$ cat config.mk
export PLATFORM = sky130hd
export DESIGN_NAME = sc_gpio_bank
export DESIGN_NICKNAME = d
export VERILOG_FILES = /design/src/rtl/gpio_bank_pkg.sv /design/src/rtl/gpio_in_sync.sv /design/src/rtl/gpio_evt_detect.sv /design/src/rtl/gpio_pad_drive.sv /design/src/rtl/sc_gpio_bank.sv
export SDC_FILE = /design/constraint.sdc
export NUM_CORES = 1
export LEC_CHECK = 0
export BUFFER_PORTS_ARGS = -buffer_cell sky130_fd_sc_hd__buf_4
export CAP_MARGIN = 15
export CORE_UTILIZATION = 51
export DETAILED_ROUTE_END_ITERATION = 6
export HOLD_SLACK_MARGIN = 0.06
export PLACE_DENSITY = 0.8
export SYNTH_ARGS = -nofsm -noshare
export SYNTH_HDL_FRONTEND = slang
export SYNTH_HIERARCHICAL = 1
export SYNTH_SLANG_ARGS = --single-unit
$ cat constraint.sdc
create_clock -name clk -period 3.6 [get_ports clk]
set_clock_uncertainty 0.1 [all_clocks]
set_input_delay 0.36 -clock clk [delete_from_list [all_inputs] [get_ports clk]]
set_output_delay 0.36 -clock clk [all_outputs]
set_load 0.01 [all_outputs]
$ cat src/rtl/gpio_bank_pkg.sv
package gpio_bank_pkg;

    localparam int BUS_W = 32;

    // register byte addresses
    localparam int A_OUT     = 'h00;
    localparam int A_OE      = 'h0C;
    localparam int A_ST      = 'h18;
    localparam int A_IN      = 'h24;
    localparam int A_CFG0    = 'h28;
    localparam int ALIAS_SET = 4;
    localparam int ALIAS_CLR = 8;

    // configuration word fields
    localparam int CFG_OD_BIT   = 2;
    localparam int CFG_MODE_LSB = 7;
    localparam int CFG_WAKE_BIT = 10;

    localparam logic [2:0] TRIG_RISE = 3'd1;
    localparam logic [2:0] TRIG_FALL = 3'd2;
    localparam logic [2:0] TRIG_ANY  = 3'd3;
    localparam logic [2:0] TRIG_LOW  = 3'd4;
    localparam logic [2:0] TRIG_HIGH = 3'd5;

    typedef logic [BUS_W-1:0] word_t;

    typedef struct packed {
        logic       wake;
        logic [2:0] mode;
        logic       od;
    } pin_cfg_t;

    typedef enum logic [1:0] {OP_NONE, OP_LOAD, OP_SET, OP_CLR} wr_op_e;

    function automatic logic trig_hit(logic [2:0] mode, logic cur, logic prv);
        case (mode)
            TRIG_RISE: return cur & ~prv;
            TRIG_FALL: return ~cur & prv;
            TRIG_ANY:  return cur ^ prv;
            TRIG_LOW:  return ~cur;
            TRIG_HIGH: return cur;
            default:   return 1'b0;
        endcase
    endfunction

    function automatic wr_op_e decode_op(int addr, int base, logic we);
        if (!we)                         return OP_NONE;
        if (addr == base)                return OP_LOAD;
        if (addr == base + ALIAS_SET)    return OP_SET;
        if (addr == base + ALIAS_CLR)    return OP_CLR;
        return OP_NONE;
    endfunction

    function automatic word_t apply_op(wr_op_e op, word_t cur, word_t wd);
        case (op)
            OP_LOAD: return wd;
            OP_SET:  return cur | wd;
            OP_CLR:  return cur & ~wd;
            default: return cur;
        endcase
    endfunction

    function automatic pin_cfg_t cfg_unpack(word_t w);
        pin_cfg_t c;
        c.od   = w[CFG_OD_BIT];
        c.mode = w[CFG_MODE_LSB +: 3];
        c.wake = w[CFG_WAKE_BIT];
        return c;
    endfunction

    function automatic word_t cfg_pack(pin_cfg_t c);
        word_t w;
        w = '0;
        w[CFG_OD_BIT]        = c.od;
        w[CFG_MODE_LSB +: 3] = c.mode;
        w[CFG_WAKE_BIT]      = c.wake;
        return w;
    endfunction

endpackage

$ cat src/rtl/gpio_in_sync.sv
module gpio_in_sync #(
    parameter int W      = 22,
    parameter int STAGES = 2
) (
    input  logic         clk,
    input  logic         rst,
    input  logic [W-1:0] pad_i,
    output logic [W-1:0] sync_o,
    output logic [W-1:0] prev_o
);
    logic [STAGES-1:0][W-1:0] sr;

    always_ff @(posedge clk) begin
        if (rst) begin
            sr     <= '0;
            prev_o <= '0;
        end else begin
            sr[0]  <= pad_i;
            for (int s = 1; s < STAGES; s++) sr[s] <= sr[s-1];
            prev_o <= sr[STAGES-1];
        end
    end

    assign sync_o = sr[STAGES-1];
endmodule

$ cat src/rtl/gpio_evt_detect.sv
module gpio_evt_detect
    import gpio_bank_pkg::*;
#(
    parameter int W = 22
) (
    input  logic [W-1:0][2:0] mode_i,
    input  logic [W-1:0]      cur_i,
    input  logic [W-1:0]      prv_i,
    output logic [W-1:0]      evt_o
);
    for (genvar n = 0; n < W; n++) begin : g_pin
        assign evt_o[n] = trig_hit(mode_i[n], cur_i[n], prv_i[n]);
    end
endmodule

$ cat src/rtl/gpio_pad_drive.sv
module gpio_pad_drive #(
    parameter int W = 22
) (
    input  logic [W-1:0] od_i,
    input  logic [W-1:0] data_i,
    input  logic [W-1:0] oe_i,
    output logic [W-1:0] pad_out_o,
    output logic [W-1:0] pad_oe_o
);
    for (genvar n = 0; n < W; n++) begin : g_pin
        assign pad_oe_o[n]  = od_i[n] ? (oe_i[n] & ~data_i[n]) : oe_i[n];
        assign pad_out_o[n] = od_i[n] ? 1'b0 : data_i[n];
    end
endmodule

$ cat src/rtl/sc_gpio_bank.sv
module sc_gpio_bank
    import gpio_bank_pkg::*;
#(
    parameter int NPINS   = 22,
    parameter int PIN_LSB = 10,
    parameter int AW      = 8,
    parameter int SYNC_FF = 2
) (
    input  logic               clk,
    input  logic               rst,
    input  logic [AW-1:0]      bus_addr,
    input  logic               bus_we,
    input  logic [BUS_W-1:0]   bus_wdata,
    output logic [BUS_W-1:0]   bus_rdata,
    input  logic [NPINS-1:0]   pad_in,
    output logic [NPINS-1:0]   pad_out,
    output logic [NPINS-1:0]   pad_oe,
    output logic               irq,
    output logic               wake
);
    logic [NPINS-1:0]      out_q, oe_q, st_q;
    logic [NPINS-1:0]      sync_w, prev_w, evt_w, od_w, wake_en_w;
    logic [NPINS-1:0][2:0] mode_w;
    pin_cfg_t              cfg_q [NPINS];

    int     addr_i;
    wr_op_e op_out, op_oe, op_st;
    word_t  out_n, oe_n, st_n;

    assign addr_i = int'(bus_addr);

    gpio_in_sync #(.W(NPINS), .STAGES(SYNC_FF)) u_sync (
        .clk(clk), .rst(rst), .pad_i(pad_in), .sync_o(sync_w), .prev_o(prev_w)
    );

    for (genvar n = 0; n < NPINS; n++) begin : g_cfg
        assign od_w[n]      = cfg_q[n].od;
        assign mode_w[n]    = cfg_q[n].mode;
        assign wake_en_w[n] = cfg_q[n].wake;
    end

    gpio_evt_detect #(.W(NPINS)) u_evt (
        .mode_i(mode_w), .cur_i(sync_w), .prv_i(prev_w), .evt_o(evt_w)
    );

    gpio_pad_drive #(.W(NPINS)) u_drive (
        .od_i(od_w), .data_i(out_q), .oe_i(oe_q), .pad_out_o(pad_out), .pad_oe_o(pad_oe)
    );

    // next-state of the three aliased registers, in bus bit positions
    always_comb begin
        op_out = decode_op(addr_i, A_OUT, bus_we);
        op_oe  = decode_op(addr_i, A_OE,  bus_we);
        op_st  = decode_op(addr_i, A_ST,  bus_we);
        out_n  = apply_op(op_out, BUS_W'(out_q) << PIN_LSB, bus_wdata);
        oe_n   = apply_op(op_oe,  BUS_W'(oe_q)  << PIN_LSB, bus_wdata);
        st_n   = apply_op(op_st,  BUS_W'(st_q)  << PIN_LSB, bus_wdata);
    end

    always_ff @(posedge clk) begin
        if (rst) begin
            out_q <= '0;
            oe_q  <= '0;
            st_q  <= '0;
            for (int n = 0; n < NPINS; n++) cfg_q[n] <= '0;
        end else begin
            out_q <= out_n[PIN_LSB +: NPINS];
            oe_q  <= oe_n[PIN_LSB +: NPINS];
            // hardware hits are ORed after the software op, so they win
            st_q  <= st_n[PIN_LSB +: NPINS] | evt_w;
            for (int n = 0; n < NPINS; n++) begin
                if (bus_we && addr_i == A_CFG0 + 4*n) cfg_q[n] <= cfg_unpack(bus_wdata);
            end
        end
    end

    always_comb begin
        bus_rdata = '0;
        if (addr_i == A_OUT)      bus_rdata = BUS_W'(out_q)  << PIN_LSB;
        else if (addr_i == A_OE)  bus_rdata = BUS_W'(oe_q)   << PIN_LSB;
        else if (addr_i == A_ST)  bus_rdata = BUS_W'(st_q)   << PIN_LSB;
        else if (addr_i == A_IN)  bus_rdata = BUS_W'(sync_w) << PIN_LSB;
        for (int n = 0; n < NPINS; n++) begin
            if (addr_i == A_CFG0 + 4*n) bus_rdata = cfg_pack(cfg_q[n]);
        end
    end

    assign irq  = |st_q;
    assign wake = |(st_q & wake_en_w);


    reset_clean_chk: assert property (@(posedge clk)
        rst |=> (st_q == '0 && pad_oe == '0 && !irq && !wake));


    status_sticky_chk: assert property (@(posedge clk) disable iff (rst)
        !bus_we |=> ((st_q & $past(st_q)) == $past(st_q)));


    hit_raises_irq_chk: assert property (@(posedge clk) disable iff (rst)
        (|evt_w) |=> irq);


    wake_implies_irq_chk: assert property (@(posedge clk) disable iff (rst)
        wake |-> irq);

    for (genvar n = 0; n < NPINS; n++) begin : g_drive_chk

        od_release_chk: assert property (@(posedge clk) disable iff (rst)
            (od_w[n] && (out_q[n] || !oe_q[n])) |-> (!pad_oe[n] && !pad_out[n]));

        pp_follow_chk: assert property (@(posedge clk) disable iff (rst)
            !od_w[n] |-> (pad_oe[n] == oe_q[n] && pad_out[n] == out_q[n]));
    end
endmodule

---- Word level (Yosys, flattened, before mapping) ----
Memory sizes are Yosys's and may differ from the RTL's.
Index checks and enable logic that the tools add are counted.
storage, ports and cells
  flip-flop bits (word level) ............. 132
  memory bits (writable) .................. 110
  output and inout port bits .............. 78
  logic and storage cells ................. 603
  memories ................................ 1
memory list
  memory  depth  bits a word  rd ports  clocked after memory_dff  write ports  line                RTL
  cfg_q   22     5            22        0                         22           sc_gpio_bank.sv:24  pin_cfg_t cfg_q [NPINS];
operators by class
  eq/ne operators ......................... 150
  muxes and demuxes ....................... 234
  bitwise gates (word level) .............. 185
  reductions and logical operators ........ 27
operator list
  operator                                        count
  two-way mux 32 bit                              26
  case mux 32 bit (3 select lines)                3
  two-way mux 1 bit                               139
  == test 3 x 2 -> 1 bit (second input constant)  44
  == test 3 bit (second input constant)           44
  == test 8 bit (second input constant)           16
  two-way mux 5 bit                               22
  case mux 1 bit (5 select lines)                 22
  AND 32 bit                                      3
  bitwise OR 32 bit                               3
  AND 1 bit                                       66
  == test 3 x 1 -> 1 bit (second input constant)  22
  NOT 1 bit                                       66
  == test 8 x 7 -> 1 bit (second input constant)  8
  two-way mux 2 bit                               22
  OR reduction 22 bit                             2
  == test 8 x 6 -> 1 bit (second input constant)  4
  logical NOT 32 bit                              1
  NOT 32 bit                                      1
  AND 22 bit                                      1
  logical AND 1 bit                               22
  bitwise OR 1 bit                                22
  bitwise OR 22 bit                               1
  bitwise XOR 1 bit                               22
  other kinds (5)                                 14

---- Longest topological paths before layout ----
Gate-level depths: netlist (run 1).
  word-level depth ........................ 27
  depth in mapped cells ................... 9
  gate-level depth less buffers ........... 7

---- Modules after synthesis ----
Netlist (run 1), hierarchy kept.
modules (own cells, without submodules)
  module           instances  cells each  area an instance (um^2)  seq. area each (um^2)
  sc_gpio_bank     1          931         8,889.8                  4,624.4
  gpio_in_sync     1          161         1,961.9                  1,321.3
  gpio_evt_detect  1          237         1,934.4                  0.0
  gpio_pad_drive   1          44          302.8                    0.0

---- Worst setup path after synthesis (run 1) ----
Ideal clock, no wire load.
  path type ............................... input port to output port
  start ................................... input bus_addr[7]
  end ..................................... output bus_rdata[9]
  arrival ................................. 1,976 ps
  data required time ...................... 3,140 ps
  path slack .............................. 1,164 ps
  stages on the path ...................... 6
  cells stage by stage .................... buf_4 or4b_4 o21ai_1 a21oi_1 or4_1 a31oi_1
on the way
  word-level cells in the longest chain between the ends .. 26
ends and longest elaborated chain
  what                              line                RTL
  from (decl)                       sc_gpio_bank.sv:11  input logic [AW-1:0] bus_addr,
  == test 8 x 6 -> 1 bit            sc_gpio_bank.sv:81  else if (addr_i == A_ST) bus_rdata = BUS_W'(st_q) << PIN_LSB;
  two-way mux 32 bit                sc_gpio_bank.sv:81
  two-way mux 32 bit                sc_gpio_bank.sv:80  else if (addr_i == A_OE) bus_rdata = BUS_W'(oe_q) << PIN_LSB;
  two-way mux 32 bit                sc_gpio_bank.sv:79  if (addr_i == A_OUT) bus_rdata = BUS_W'(out_q) << PIN_LSB;
  two-way mux 32 bit (21 in a row)  sc_gpio_bank.sv:84  if (addr_i == A_CFG0 + 4*n) bus_rdata = cfg_pack(cfg_q[n]);
  two-way mux 32 bit *              sc_gpio_bank.sv:84
  to (decl)                         sc_gpio_bank.sv:14  output logic [BUS_W-1:0] bus_rdata,
Every way passes the cells marked *; elsewhere a longest branch is shown, timed or not.

---- Worst setup path after layout (run 1) ----
  start ................................... input bus_addr[7]
  end ..................................... output bus_rdata[2]
Same word-level chain as after synthesis.

==> results of run 1 <==
final cells by class:
class	instances	area [sq um]	area share, %
flip-flops and latches	242	5950	38.3
inverters	52	195	1.26
clock buffers	38	777	5.01
multi-input cells	974	6360	41.0
clock inverters	10	96.3	0.621
repair buffers	213	1720	11.1
well taps	330	413	2.66
per-stage QoR:
| stage | instance area [sq um] | total power (uW) | worst slack [ns] | hold WS, ns |
|---|---|---|---|---|
| 4_1_cts | 15500 | 6500 | 0.495 | 0.146 |
| 3_3_place_gp | 14200 | 3750 | 0.459 | 0.319 |
| 2_1_floorplan | 13100 | 3520 | 1.16 | 0.314 |
| 3_5_place_dp | 14200 | 3770 | 0.513 | 0.321 |
| 5_1_grt | 15500 | 6680 | 0.306 | 0.161 |
| 6_report | 15500 | 6520 | 0.398 | 0.137 |
Yosys cell counts, drive strengths merged, types with 3 or more instances:
library cell and number:
a211o 8, a211oi 10, a21boi 22, a21o 23
a21oi 48, a221oi 42, a22oi 98, a31oi 3
a32oi 4, buf 61, clkbuf 49, dfxtp 132
edfxtp 110, ha 44, inv 52, mux2 23
mux2i 11, nand2 59, nand2b 59, nand3 21
nand4bb 3, nor2 207, nor2b 92, nor3 10
nor3b 5, nor4 7, nor4b 4, o211ai 3
o21a 5, o21ai 98, o22a 3, o22ai 11
or4 5, or4b 4
worst max path at each step:
stage / endpoint / slack, ns / cells past startpoint
6_report: bus_rdata[2] / 0.40 / 8
5_1_grt: bus_rdata[2] / 0.31 / 8
4_1_cts: bus_rdata[2] / 0.50 / 8
3_5_place_dp: bus_rdata[2] / 0.51 / 8
3_3_place_gp: bus_rdata[2] / 0.46 / 8
2_1_floorplan: bus_rdata[9] / 1.16 / 6
power groups by stage:
| stage | clock network (uW) | logic, uW | registers (uW) |
|---|---|---|---|
| after global placement | 0 | 521 | 3230 |
| after floorplan | 0 | 380 | 3140 |
| final | 2740 | 594 | 3190 |
| after global routing | 2850 | 637 | 3190 |
| after detailed placement | 0 | 537 | 3230 |
| after CTS | 2750 | 578 | 3180 |
cell families after synthesis:
group	Yosys count	synth area share, %
buffers and inverters	162	6.13
DFF	242	45.4
and+or+nand+nor	493	19.3
muxes	36	3.65
adders and majority gates	44	4.21
AOI/OAI and AO/OA	395	21.2
other	1	0.0287
what timing repair did:
action | CTS | global route
gates resized for setup | 0 | 0
hold buffers | 44 | 0
setup endpoints to repair | 0 | 0
endpoints found under the hold margin | 87 | 0
sequential cells by signal (all words and copies together) (netlist names):
register and flops:
u_sync/sync_o 22, cfg_q 110, out_q 22, st_q 22
u_sync/sr 22, oe_q 22, u_sync/prev_o 22
routing by layer:
layer	global-route usage, %	routed length [um]
met3	6.21	5070
met1	44.5	17500
met2	47.7	18500
met5	0	0
met4	10.8	1330
==> metrics, run 1 <==
Power Internal=4900 uW; crit path from=bus_addr[7]; min Tclk post-route=3.20 ns; CP Max Fanout=15; EDFF count, synth=110; Combinational Power Share=9.1%; Seq pwr share=48.9%; commonest non-fill, non-tap cell in the layout=nor2_1; drt first-iter violations=1767; fin nets=1618; clock network fraction of total power=42.0%; vias post-DR=11600; diodes inserted=0; Setup Fix Bufs, Post-CTS=0; pin count of the biggest net entering global routing=124; fillcell total=2075; clk buf depth=3; drt first pass iters=7; worst hold path type=primary input to flip-flop; CP Launch Type=primary input; Synth area leader=edfxtp_1; Ports=143; sequential share of the synthesized area=45.4%; period utilisation layout=88.9%; # DRC=0; fin. max-slew vios=0; synth warn=6; Post-Syn Area=13100 sq um; CP cell instances=buf_4 -> or4b_2 -> o22ai_1 -> nand2_1 -> a311oi_1 -> o211ai_1 -> a21oi_1 -> buf_4; Max-slew headroom=46.7%; Core Area=25200 sq um; switching share of total power=24.9%; max-cap violation count=0; Register-to-Register Setup Slack=1.49 ns; ys async rst share=0%; Psw=1620 uW; placed insts=1767; WP buf/inv=2; Routed WL=42400 um; post-route ant nets=0; CP top delay family=compound AO/OA/AOI/OAI gates; Post-Layout Cell Count=1859; Root Buffer=clkbuf_16; die area=26300 sq um; critical hold path startpoint=rst; worst-margin pin slew=0.799 ns; status=complete, no violations; Final Wtd Congestion=1.02; post-DR vias/cell=6.26; Worst path slowest cell=or4b_2; Util after Layout=61.6%; Req. time, crit path=3.14 ns; WHS Endpoint=u_sync/sr[11]; ys flop type=dfxtp_1; setup_tns=0 ns; GRT Overall Usage=31.4%; vias in the first global route=10600; r2r worst-path depth=7; Initial Util=52.0%; first-pass GRT wire length=62600 um; commonest non-fill, non-tap cells in the layout=nor2_1, buf_4, dfxtp_1, edfxtp_1, a22oi_1; IR drop worst, VDD=0.410 mV; clock latency on the worst-skew pair=0.54 ns; Post-Synthesis Cells=1373; Max Fclk=312 MHz; Final Hold Viols=0; Yosys top cell area share=25.2%; leakage=0.00581 uW; post-DP HPWL=29800 um; die width=162 um; FP Rows=58; number of clock sinks=242; crit path DAT=2.74 ns; Port Buffers=130; H-Tree Depth=1; final setup vio count=0; synthesis-stage register bit count=242; most used cell, CP=buf_4; Area contributors post-synth=edfxtp_1, dfxtp_1, nor2_1; crit path kind=primary input to output pin; layout cells sized above 1=17.6%; antenna violations before repair=0; Routed WL per cell=22.8 um; Num CTS Buffers=26; crit end category=output pin; Avg Synthesized Cell Area=9.53 sq um; gr ovfl total=0; post-synthesis cell type count=69; DIE HEIGHT=162 um; Syn-to-layout area delta=18.5%; pwr dens=420 nW/um^2; RR Startpoint=u_sync/sync_o[1]; TritonCTS clock tree=built; Reg clk slew, reported paths=0.06 ns; CP peak stage delay=0.80 ns; RSZ-0062 raised after global routing=no; Critical R2R Capture=st_q[1]; WHS Path Cells=2
Power figures use the tool's default switching activity.
==> run 2: changes to the inputs <==
Settings changed: SYNTH_HIERARCHICAL 1 to default.
==> metrics, run 2 <==
status=complete, no violations; synth warn=0; min Tclk post-route=3.05 ns; CP cell instances=buf_4 -> or4b_4 -> nor3_4 -> a222oi_1 -> a221o_1 -> a221o_1 -> a21oi_1 -> buf_4; DIE HEIGHT=160 um; Seq pwr share=48.0%; fillcell total=1994; vias in the first global route=11000; gr ovfl total=0; number of clock sinks=242; FP Rows=57; CP top delay family=compound AO/OA/AOI/OAI gates; post-synthesis cell type count=67; die area=25600 sq um; Util after Layout=63.1%; Power Internal=4990 uW; Yosys top cell area share=25.9%; fin nets=1703; GRT Overall Usage=31.8%; layout cells sized above 1=14.1%; post-DP HPWL=29800 um; leakage=0.00593 uW; crit path DAT=2.59 ns; Area contributors post-synth=edfxtp_1, dfxtp_1, nor2_1; design area=15400 sq um; fin. max-slew vios=0; # DRC=0; clock latency on the worst-skew pair=0.53 ns; synthesis-stage register bit count=242; Setup Fix Bufs, Post-CTS=0; Reg clk slew, reported paths=0.06 ns; setup_tns=0 ns; Max-slew headroom=44.0%; count leader, synth=nor2_1; Syn-to-layout area delta=20.8%; worst hold path type=primary input to flip-flop; Core Area=24400 sq um; cts repair resizes=0; Final Hold Viols=0; Synth area leader=edfxtp_1; final setup vio count=0; switching share of total power=24.3%; Req. time, crit path=3.14 ns; CP Launch Type=primary input; EDFF count, synth=110; IR drop worst, VDD=0.351 mV; CP Max Fanout=16; H-Tree Depth=1; Port Buffers=130; commonest non-fill, non-tap cells in the layout=nor2_1, buf_4, dfxtp_1, nand2_1, edfxtp_1; crit path kind=primary input to output pin; Post-synth top cells=nor2_1, dfxtp_1, nand2_1; Routed WL per cell=21.5 um; cts hold-fix bufs=44; clock network fraction of total power=43.1%; Final Wtd Congestion=0.985; post-route ant nets=0; die width=160 um; hold slack=0.230 ns; pwr dens=428 nW/um^2; drt first-iter violations=1682; Placed Area=14000 sq um; WP buf/inv=2; ys flop type=dfxtp_1; Avg Synthesized Cell Area=8.82 sq um; max-cap violation count=0; Num CTS Buffers=27; period utilisation layout=84.7%; Top reg by flops=cfg_q; ys async rst share=0%; Max Fclk=328 MHz; pin count of the biggest net entering global routing=63; max FFs per register=110; Root Buffer=clkbuf_16; diodes inserted=0; CP peak stage delay=0.60 ns; Post-Syn Area=12700 sq um; drt first pass iters=7; post-DR vias/cell=6.06; Routed WL=41600 um; Worst path slowest cell=or4b_4; TritonCTS clock tree=built; Psw=1610 uW; Multi-input gate area=6180 sq um; Initial Util=52.3%; commonest non-fill, non-tap cell in the layout=nor2_1; Ports=143; worst-margin pin slew=0.840 ns; Register-to-Register Setup Slack=1.56 ns; Post-Synthesis Cells=1445; antenna violations before repair=0; vias post-DR=11700; sequential share of the synthesized area=46.7%; first-pass GRT wire length=62800 um; clk buf depth=3; Register Area=5950 sq um; crit end category=output pin; Combinational Power Share=8.9%; RSZ-0062 raised after global routing=no
==> run 2: cell types whose count changed in the layout (fill, tap and decap cells not counted), sizes merged, moves of 19 or more <==
cell	change
xnor2	+22
a221oi	-38
mux2i	+21
a31oi	+25
nor2b	-20
nor2	+62
nand2b	-32
nand2	+58
a21o	-19
a21oi	+43
inv	+24
a22oi	-23
==> run 2: path summary, 6_finish.rpt <==
path / from / endpoint / depth (start not counted)
setup reg to reg: u_sync.sync_o[12] / st_q[12] / 7
hold / removal: rst / u_sync.prev_o[7] / 2
setup / recovery: bus_addr[6] / bus_rdata[10] / 8
hold reg to reg: u_sync.sr[15] / u_sync.sync_o[15] / 1
==> run 2: cell families after synthesis <==
kind of cell               after synthesis  synth area share (%)
xor gates and xnor gates                22                  1.51
AOI/OAI and AO/OA                      366                  18.1
DFF                                    242                  46.7
buffers and inverters                  165                  5.14
other                                    1                0.0294
adders and majority gates               44                  4.32
muxes                                   41                  3.49
and+or+nand+nor                        564                  20.8
==> run 2: through the flow <==
step,std cells,total power [uW],setup slack (ns)
finish,1938,6600,0.553
detailed placement,1845,3750,0.594
global placement,1845,3730,0.571
floorplan,1450,3480,0.974
global route,1938,6780,0.506
CTS,1938,6590,0.573
==> run 2: area by class of cell <==
type / count / area share, %
tap: 324 / 2.63
inverter: 76 / 1.85
multi-input combinational: 1043 / 40.2
clock buffer: 38 / 5.40
sequential: 242 / 38.6
timing repair buffer: 204 / 10.7
clock inverter: 11 / 0.683
==> run 2: power groups by stage <==
stage | registers (uW) | clock network (uW) | logic (uW)
detailed placement | 3210 | 0 | 534
CTS | 3160 | 2860 | 577
floorplan | 3130 | 0 | 343
global placement | 3210 | 0 | 519
finish | 3170 | 2840 | 587
global route | 3170 | 2970 | 635
==> run 2: per-layer routing <==
metal  vias to the layer above  share of wire [%]  track usage, %
li1                       5333                  -               -
met1                      5556                 41            43.8
met2                       764                 44            49.9
met3                        91                 12            6.75
met4                         0                2.7            9.87
met5                         -                  0               0
==> run 3: changes to the inputs <==
Clock period 3.6 ns to 2.9 ns, I/O delays scaled along.
==> metrics, run 3 (synthesis results as in run 2) <==
GRT Overall Usage=33.5%; layout cells sized above 1=15.8%; CP cell instances=mux2_2 -> o22ai_1 -> or3_1 -> a32oi_1 -> nor3_1 -> o21bai_1 -> buf_4; vias in the first global route=11200; hold slack=0.197 ns; drt first pass iters=6; WHS Path Cells=3; Port Buffers=130; Setup Fix Bufs, Post-CTS=0; post-DR vias/cell=6.07; die area=25600 sq um; antenna violations before repair=0; number of clock sinks=242; crit end category=output pin; Top reg by flops=cfg_q; RR Startpoint=u_sync.sync_o[1]; Core Area=24400 sq um; fin. max-slew vios=0; DIE HEIGHT=160 um; Req. time, crit path=2.51 ns; commonest non-fill, non-tap cells in the layout=nor2_1, buf_4, dfxtp_1, nand2_1, edfxtp_1; RSZ-0062 raised after global routing=no; CP peak stage delay=0.52 ns; setup_tns=0 ns; pwr dens=527 nW/um^2; post-route ant nets=0; vias post-DR=11900; Num CTS Buffers=27; clock latency on the worst-skew pair=0.55 ns; crit path kind=flip-flop to output pin; r2r worst-path depth=7; Critical R2R Capture=st_q[1]; status=complete, no violations; crit path DAT=2.44 ns; TritonCTS clock tree=built; Reg clk slew, reported paths=0.06 ns; Routed WL=43500 um; placed insts=1874; final setup vio count=0; Ports=143; Root Buffer=clkbuf_16; max FFs per register=110; fin nets=1733; clk buf depth=3; die width=160 um; WHS Endpoint=u_sync.prev_o[7]; first-pass GRT wire length=65500 um; Design Power=8220 uW; Final Wtd Congestion=0.975; min Tclk post-route=2.83 ns; Initial Util=52.3%; critical hold path startpoint=rst; Max Fclk=354 MHz; FP Rows=57; leakage=0.00608 uW; pin count of the biggest net entering global routing=74; Final Hold Viols=0; Worst path slowest cell=edfxtp_1; Post-Layout Cell Count=1968; max-cap violation count=0; commonest non-fill, non-tap cell in the layout=nor2_1; H-Tree Depth=1; post-DP HPWL=31200 um; worst-margin pin slew=0.861 ns; Routed WL per cell=22.1 um; Register-to-Register Setup Slack=0.87 ns; gr ovfl total=0; CP Max Fanout=3; IR drop worst, VDD=0.480 mV; # DRC=0; drt first-iter violations=1695; Max-slew headroom=42.6%; fillcell total=2010; Syn-to-layout area delta=22.5%; period utilisation layout=97.5%; CP Launch Type=flip-flop; worst hold path type=primary input to flip-flop; diodes inserted=0
run 3: changes by cell type in the layout (fill, tap and decap cells not counted), moves of 2 or more:
| cell | change |
|---|---|
| buf_4 | +28 |
| clkinv_2 | +6 |
| clkbuf_1 | -2 |
| clkbuf_16 | -2 |
| clkbuf_8 | -2 |
| clkinv_1 | -2 |
run 3: layer usage:
metal	track usage, %	vias to the layer above	share of wire, %
li1	-	5415	-
met1	45.1	5637	40
met2	51.2	750	44
met3	8.86	135	12
met4	13.4	0	4.1
met5	0	-	0
run 3: how the worst max path moves through the flow:
| stage | from | to | cells after the start | slack (ns) |
|---|---|---|---|---|
| global route | cfg_q[0][26] | bus_rdata[7] | 7 | 0.03 |
| detailed placement | bus_addr[6] | bus_rdata[10] | 8 | 0.15 |
| finish | cfg_q[0][15] | bus_rdata[2] | 7 | 0.07 |
| CTS | cfg_q[0][15] | bus_rdata[2] | 7 | 0.12 |
| global placement | bus_addr[6] | bus_rdata[10] | 8 | 0.12 |
| floorplan | bus_addr[5] | bus_rdata[10] | 7 | 0.41 |
run 3: layout make-up:
cell class / instances / area [sq um] / area share (%)
multi-input combinational: 1043 / 6180 / 39.6
sequential: 242 / 5950 / 38.1
timing repair buffer: 234 / 1880 / 12.1
clock buffer: 32 / 746 / 4.78
tap: 324 / 405 / 2.60
inverter: 76 / 285 / 1.83
clock inverter: 17 / 166 / 1.07
run 3: what timing repair did:
| action | 4_1_cts | 5_1_grt |
|---|---|---|
| hold buffers | 45 | 0 |
| gates resized for setup | 0 | 0 |
| hold endpoints to repair | 88 | 0 |
run 3: power breakdown:
part / switching, uW / total, uW / leakage, uW / internal [uW]
Sequential: 210 / 3930 / 0.00213 / 3720
Combinational: 438 / 766 / 0.00350 / 328
Clock: 1430 / 3520 / 0.000453 / 2090
run 3: worst max-delay path, delay by kind of cell (launching register included):
family          cells  cell delay, ns
buf+inv             1            0.17
compound gates      3            0.58
flops               1            0.52
mux                 1            0.22
simple gates        2            0.40
run 3: through the flow:
| step | utilization [%] | setup slack, ns | area, sq um |
|---|---|---|---|
| final | 64.0 | 0.0722 | 15600 |
| after global routing | 64.0 | 0.0350 | 15600 |
| after CTS | 64.0 | 0.122 | 15600 |
| after detailed placement | 58.4 | 0.149 | 14200 |
| after global placement | 58.4 | 0.119 | 14200 |
| after floorplan | - | 0.414 | 12800 |
